File: src/rtl/lpm_pkg.sv
package lpm_pkg;

    typedef enum logic [2:0] {
        LP_WARMUP = 3'd0,
        LP_RUN    = 3'd1,
        LP_DRAIN  = 3'd2,
        LP_LIGHT  = 3'd3,
        LP_DEEP   = 3'd4
    } lp_state_t;

    typedef struct packed {
        logic cpu;
        logic periph;
        logic osc;
    } lp_gate_t;

endpackage

File: src/rtl/lpm_wake_detect.sv
module lpm_wake_detect #(
    parameter int N_SRC = 5
) (
    input  logic [N_SRC-1:0] pending,
    input  logic [N_SRC-1:0] enable,
    output logic             any_hit
);
    logic [N_SRC-1:0] hit;

    // one gate per interrupt source
    for (genvar i = 0; i < N_SRC; i++) begin : g_src
        assign hit[i] = pending[i] & enable[i];
    end

    assign any_hit = |hit;
endmodule

File: src/rtl/lpm_stab_counter.sv
module lpm_stab_counter #(
    parameter int STAB_CYCLES = 1024
) (
    input  logic clk,
    input  logic rst_n,
    input  logic run,
    output logic done
);
    localparam int CNT_W = (STAB_CYCLES > 2) ? $clog2(STAB_CYCLES) : 1;
    localparam logic [CNT_W-1:0] LAST = CNT_W'(STAB_CYCLES - 1);

    logic [CNT_W-1:0] cnt;

    assign done = run && (cnt == LAST);

    always_ff @(posedge clk or negedge rst_n) begin
        if (!rst_n) begin
            cnt <= '0;
        end else if (!run) begin
            cnt <= '0;
        end else if (!done) begin
            cnt <= cnt + 1'b1;
        end
    end
endmodule

File: src/rtl/lpm_fsm.sv
module lpm_fsm
    import lpm_pkg::*;
(
    input  logic clk,
    input  logic rst_n,
    input  logic sleep_req,
    input  logic sleep_deep,
    input  logic pipe_empty,
    input  logic wake_hit,
    input  logic stab_done,
    output logic in_warmup,
    output logic cpu_clk_en,
    output logic periph_clk_en,
    output logic osc_en,
    output logic wake_pulse,
    output logic restart_load
);
    lp_state_t state, state_nxt;
    logic      deep_sel;
    lp_gate_t  gate_nxt;

    assign in_warmup = (state == LP_WARMUP);

    // state register and captured mode select
    always_ff @(posedge clk or negedge rst_n) begin
        if (!rst_n) begin
            state    <= LP_WARMUP;
            deep_sel <= 1'b0;
        end else begin
            state <= state_nxt;
            if (state == LP_RUN && sleep_req) begin
                deep_sel <= sleep_deep;
            end
        end
    end

    // next-state decision
    always_comb begin
        state_nxt = state;
        unique case (state)
            LP_WARMUP: begin
                if (stab_done) state_nxt = LP_RUN;
            end
            LP_RUN: begin
                if (sleep_req) begin
                    if (!pipe_empty)     state_nxt = LP_DRAIN;
                    else if (sleep_deep) state_nxt = LP_DEEP;
                    else                 state_nxt = LP_LIGHT;
                end
            end
            LP_DRAIN: begin
                if (pipe_empty) state_nxt = deep_sel ? LP_DEEP : LP_LIGHT;
            end
            LP_LIGHT: begin
                if (wake_hit) state_nxt = LP_RUN;
            end
            LP_DEEP: begin
                state_nxt = LP_DEEP;
            end
            default: state_nxt = LP_WARMUP;
        endcase
    end

    // gate values belonging to the state being entered
    always_comb begin
        gate_nxt.cpu    = (state_nxt == LP_RUN) || (state_nxt == LP_DRAIN);
        gate_nxt.periph = gate_nxt.cpu || (state_nxt == LP_LIGHT);
        gate_nxt.osc    = (state_nxt != LP_DEEP);
    end

    // registered outputs, so every gate changes on an edge
    always_ff @(posedge clk or negedge rst_n) begin
        if (!rst_n) begin
            cpu_clk_en    <= 1'b0;
            periph_clk_en <= 1'b0;
            osc_en        <= 1'b1;
            wake_pulse    <= 1'b0;
            restart_load  <= 1'b0;
        end else begin
            cpu_clk_en    <= gate_nxt.cpu;
            periph_clk_en <= gate_nxt.periph;
            osc_en        <= gate_nxt.osc;
            wake_pulse    <= (state == LP_LIGHT)  && (state_nxt == LP_RUN);
            restart_load  <= (state == LP_WARMUP) && (state_nxt == LP_RUN);
        end
    end
endmodule

File: src/rtl/lpm_ctrl.sv
module lpm_ctrl #(
    parameter int              N_EXT_IRQ    = 4,
    parameter int              STAB_CYCLES  = 1024,
    parameter int              ADDR_W       = 16,
    parameter logic [ADDR_W-1:0] RESTART_ADDR = 16'h000C
) (
    input  logic                 clk,
    input  logic                 rst_n,
    input  logic                 sleep_req,
    input  logic                 sleep_deep,
    input  logic                 pipe_empty,
    input  logic [N_EXT_IRQ-1:0] ext_irq,
    input  logic                 timer_irq,
    input  logic [N_EXT_IRQ:0]   irq_enable,
    output logic                 cpu_clk_en,
    output logic                 periph_clk_en,
    output logic                 osc_en,
    output logic                 wake_pulse,
    output logic                 restart_load,
    output logic [ADDR_W-1:0]    restart_addr
);
    localparam int N_SRC = N_EXT_IRQ + 1;

    logic wake_hit;
    logic stab_done;
    logic in_warmup;

    lpm_wake_detect #(.N_SRC(N_SRC)) u_wake (
        .pending (({timer_irq, ext_irq})),
        .enable  (irq_enable),
        .any_hit (wake_hit)
    );

    lpm_stab_counter #(.STAB_CYCLES(STAB_CYCLES)) u_stab (
        .clk   (clk),
        .rst_n (rst_n),
        .run   (in_warmup),
        .done  (stab_done)
    );

    lpm_fsm u_fsm (
        .clk           (clk),
        .rst_n         (rst_n),
        .sleep_req     (sleep_req),
        .sleep_deep    (sleep_deep),
        .pipe_empty    (pipe_empty),
        .wake_hit      (wake_hit),
        .stab_done     (stab_done),
        .in_warmup     (in_warmup),
        .cpu_clk_en    (cpu_clk_en),
        .periph_clk_en (periph_clk_en),
        .osc_en        (osc_en),
        .wake_pulse    (wake_pulse),
        .restart_load  (restart_load)
    );

    assign restart_addr = RESTART_ADDR;
endmodule

File: config.mk
export PLATFORM = sky130hd
export DESIGN_NAME = lpm_ctrl
export DESIGN_NICKNAME = d
export VERILOG_FILES = /design/src/rtl/lpm_pkg.sv /design/src/rtl/lpm_wake_detect.sv /design/src/rtl/lpm_stab_counter.sv /design/src/rtl/lpm_fsm.sv /design/src/rtl/lpm_ctrl.sv
export SDC_FILE = /design/constraint.sdc
export NUM_CORES = 1
export LEC_CHECK = 0
export ABC_CLOCK_PERIOD_IN_PS = 4200
export BUFFER_PORTS_ARGS = -buffer_cell sky130_fd_sc_hd__buf_2
export CELL_PAD_IN_SITES_DETAIL_PLACEMENT = 2
export CELL_PAD_IN_SITES_GLOBAL_PLACEMENT = 2
export CORE_UTILIZATION = 32
export DETAILED_ROUTE_END_ITERATION = 10
export GPL_TIMING_DRIVEN = 1
export PLACE_DENSITY_LB_ADDON = 0.1
export SLEW_MARGIN = 20
export SYNTH_ARGS = -nofsm -noshare
export SYNTH_HDL_FRONTEND = slang
export SYNTH_SLANG_ARGS = --single-unit
File: constraint.sdc
create_clock -name clk -period 4.2 [get_ports clk]
set_input_delay 0.84 -clock clk [delete_from_list [all_inputs] [get_ports clk]]
set_output_delay 0.84 -clock clk [all_outputs]
set_load 0.05 [all_outputs]
Word level (Yosys, flattened, before mapping)
Index checks and enable logic that the tools add are counted.

word-level totals
  output and inout port bits = 21
  word-level logic and storage cells = 42
  register bits = 19

operators by class
  reduce and logical (&&, ||, !) cells = 8
  add/sub/neg operators = 1
  multiplexer cells = 10
  bitwise logic cells = 5
  equality and inequality tests = 10

operators with widths
  operator                                              count
  two-way mux 3 bit                                     7
  two-way mux 10 bit                                    2
  case mux 3 bit (5 select lines)                       1
  equality test 3 x 2 -> 1 bit (second input constant)  4
  adder 10 x 1 -> 10 bit (second input constant)        1
  equality test 10 bit (second input constant)          1
  equality test 3 x 1 -> 1 bit (second input constant)  2
  bitwise AND 1 bit                                     5
  OR reduction 5 bit                                    1
  logical AND 1 bit                                     4
  equality test 3 bit (second input constant)           1
  zero test 3 bit                                       1
  inequality test 3 bit (second input constant)         1
  logical OR 1 bit                                      2
  inequality test 2 bit (second input constant)         1

Longest topological paths before layout
  word-level depth = 7
  depth in mapped cells = 5
  depth with buffers taken out = 4

Modules after synthesis
Synthesis repeated with hierarchy kept, for this count alone.

unflattened totals
  cells, all modules = 124
  area, all modules = 1201.2 µm²

modules (own cells, without submodules)
  module            times used  cells an instance  seq. area each (µm²)  area each (µm²)
  lpm_stab_counter  1           55                 250.2                 539.3
  lpm_fsm           1           48                 226.5                 513.0
  lpm_ctrl          1           18                 0.0                   127.6
  lpm_wake_detect   1           3                  0.0                   21.3

Worst setup path after synthesis
Ideal clock, no wire load.

  path kind = in2reg
  from = in timer_irq
  to = reg u_fsm.cpu_clk_en
  arrival time = 1.626 ns
  setup time = 0.079 ns
  path slack = 2.495 ns
  required time = 4.121 ns
  stages on the path = 4
  cells stage by stage = a222oi_1 > a31o_2 > a22o_1 > xor2_1

RTL lines
  item                  line            text
  from (decl)           lpm_ctrl.sv:13  input logic timer_irq,
  to (signal assigned)  lpm_fsm.sv:80   cpu_clk_en <= gate_nxt.cpu;
  to (decl)             lpm_fsm.sv:12   output logic cpu_clk_en,

Final worst setup path
  from = reg u_fsm.osc_en
  to = out osc_en

RTL lines
  item                    line            text
  from (decl)             lpm_fsm.sv:14   output logic osc_en,
  from (signal assigned)  lpm_fsm.sv:82   osc_en <= gate_nxt.osc;
  to (decl)               lpm_ctrl.sv:17  output logic osc_en,

No word-level cell between the ends.

==> flow_summary.yaml <==
timing:
  setup_tns_ns: 0
  slew_violations: 0
  fin_crit_ns: 1.93
  grt_setup_unrepaired: "false"
  finalClockSkew_ns: 0.00474
  setup_viol: 0
  max_freq_mhz: 518
  hold_violations: 0
  min_period_over_period: 0.460
  whs_ns: 0.456
  worst_slack_ns: 2.27
floorplan:
  die_area_sq_um: 3650
  io_pins: 36
  die_w_um: 60.4
  initial_utilization: 0.346
  rows: 20
  core_area_sq_um: 3150
  dieHeight_um: 60.4
critical_path:
  path_class: "flip-flop to primary output"
  crit_path_top_delay_cell: "dfstp_2"
  cp_top_family: "flip-flops"
  crit_buf_inv: 1
  critPathCaptureType: "primary output"
  critical_path_required_ns: 3.36
  arrival_ns: 1.09
  crit_path_max_fanout: 1
  cp-start-kind: "flip-flop"
  max_stage_delay_ns: 0.54
  worstPathCellList: "buf_2"
final_layout:
  final_nets: 143
  fill_cells: 384
  area_growth_pct: 7.57
  post-route-util: 0.372
  drive_gt1_frac: 0.238
  n_antenna_cell: 0
yosys:
  syn_area_sq_um: 1090
  synth_top_area_frac: 0.413
  ys_top_cells_by_count: "18 x dfrtp_1, 16 x buf_4, 10 x nor2_1"
  synth_ff_type: "dfrtp_1"
  yosys_warnings: 0
  yosysMostFrequentCell: "dfrtp_1"
  synth_area_leaders: "dfrtp_1 41%, buf_4 11%, nor2_1 3.4%"
  synth-seq-area-share: 0.437
  postSynthAreaPerCell_sq_um: 10.1
  ys_ff_latch: 19
  synthArstFlopShare: 1.00
  synthCells: 108
  synth_edf_count: 0
  synth_cell_types: 40
  yosys.area.top_type: "dfrtp_1"
cts:
  ctsHoldBuffers: 0
  post_cts_buffers: 0
  htreeDepth: 1
  cts_tree: "built"
  postCtsResizedCells: 0
  cts.path.max_buffers: 2
  cts_buffers: 3
  cts_root_buf: "clkbuf_4"
  path_clk_slew_ns: 0.11
  cts_sinks: 19
  clkLatencyLatePin_ns: 0.31
placed_design:
  hpwl_mm: 1.89
  port_buffers: 19
  post-place-ws_ns: 2.24
  gp_congestion: 0.721
routing:
  drt_iter0_markers: 9
  vias_per_cell: 4.81
  wl_mm: 2.42
  route.detailed.drc: 0
  postRouteAntennaNets: 0
  drt_first_pass_iters: 4
  vias: 817
  wl_per_cell_um: 14.2
flow_run:
  maxCapViolCount: 0
grt:
  first_global_vias: 858
  grt_max_degree: 20
  grt_pass1_wl_mm: 4.04
  grtUsageTotal: 0.152
  antenna_found_initial: 0
  globalRouteOverflowTotal: 0
power:
  cellPowerDensity_nw_per_um2: 508
  p_int_mw: 0.337
  p_leak_nw: 0.560
  pwr-share-comb: 0.380
  p_sw_mw: 0.260
  ir_drop_mv: 0.156
  p_clk_frac: 0.164
  swShare: 0.435
  seqPwrFrac: 0.455
status:
  status: "complete, no violations"
hold_path:
  min-delay-path-class: "input pin to async pin"
metal layers:
| metal | share of wire | vias up | track usage |
|---|---|---|---|
| met5 | 0 | - | 0 |
| met4 | 0.017 | 0 | 0.0598 |
| met3 | 0.031 | 4 | 0.0128 |
| met2 | 0.50 | 25 | 0.273 |
| met1 | 0.45 | 401 | 0.188 |
| li1 | - | 387 | - |
cells by family (layout without fill, tap and decap cells):
group                    count (synthesis)  count (layout)  synth area share
AO/OA/AOI/OAI                           22              22             0.153
AND/OR/NAND/NOR                         36              36             0.190
flip-flops                              19              19             0.437
multiplexers                             3               3            0.0287
other                                    2              16           0.00688
XOR/XNOR                                 4               4            0.0321
buffers and inverters                   21              25             0.141
adder cells (fa/ha/maj)                  1               1            0.0115
worst reg2reg max path: stages, from the launching register on:
cell	delay, ns
dfrtp_1	0.44
ha_1	0.38
a2111oi_2	0.44
xnor2_1	0.17
nor2_1	0.05
state kept, by name (all words and copies together) (netlist names):
| register | cells |
|---|---|
| u_fsm.wake_pulse | 1 |
| u_fsm.cpu_clk_en | 1 |
| u_fsm.deep_sel | 1 |
| u_fsm.osc_en | 1 |
| u_fsm.restart_load | 1 |
| u_fsm.periph_clk_en | 1 |
| u_stab.cnt | 10 |
| u_fsm.state | 3 |
through the flow:
stage / std cells / instance area [sq um] / power (mW)
finish: 170 / 1170 / 0.596
global route: 170 / 1170 / 0.641
CTS: 170 / 1170 / 0.611
detailed placement: 166 / 1150 / 0.509
global placement: 166 / 1150 / 0.495
floorplan: 122 / 1140 / 0.469
cells in the final DEF, fill, tap and decap left out, types with 2 or more instances in the layout:
cell type | netlist | final
clkbuf_4 | 0 | 3
xnor2_1 | 3 | 3
o21ai_0 | 6 | 6
dfrtp_1 | 18 | 18
buf_2 | 0 | 19
nand4_1 | 2 | 2
nor2_1 | 10 | 10
nor2b_1 | 4 | 4
mux2i_1 | 2 | 2
nand3_1 | 4 | 4
nand2_1 | 4 | 4
nor3_1 | 2 | 2
a21oi_1 | 2 | 2
inv_1 | 2 | 2
conb_1 | 2 | 16
a31oi_1 | 5 | 5
power by group through the flow:
stage | logic (mW) | clock network [mW] | registers [mW]
2_1_floorplan | 0.176 | 0 | 0.292
3_3_place_gp | 0.222 | 0 | 0.273
3_5_place_dp | 0.234 | 0 | 0.276
4_1_cts | 0.234 | 0.104 | 0.273
5_1_grt | 0.250 | 0.110 | 0.281
6_report | 0.227 | 0.0979 | 0.271
worst paths after layout:
kind | startpoint | to | slack (ns) | cells after the start
max | u_fsm.osc_en$_DFF_PN1_ | osc_en | 2.27 | 1
min | rst_n | u_stab.cnt[4]$_DFFE_PN0P_ | 0.46 | 1
max reg2reg | u_stab.cnt[0]$_DFFE_PN0P_ | u_stab.cnt[7]$_DFFE_PN0P_ | 2.63 | 4
min reg2reg | u_stab.cnt[5]$_DFFE_PN0P_ | u_stab.cnt[5]$_DFFE_PN0P_ | 0.52 | 1
max in group asynchronous | rst_n | u_fsm.osc_en$_DFF_PN1_ | 3.40 | 1
min in group clk | u_stab.cnt[5]$_DFFE_PN0P_ | u_stab.cnt[5]$_DFFE_PN0P_ | 0.52 | 1
layout make-up:
cell class	count	area (sq um)	share of cell area
clock buffer	4	26.3	0.0224
inverter	2	7.51	0.00640
multi-input combinational	82	513	0.437
sequential	19	477	0.406
tap	44	55.1	0.0469
timing repair buffer	19	95.1	0.0810
No activity file was read; power rests on OpenSTA's default activity.
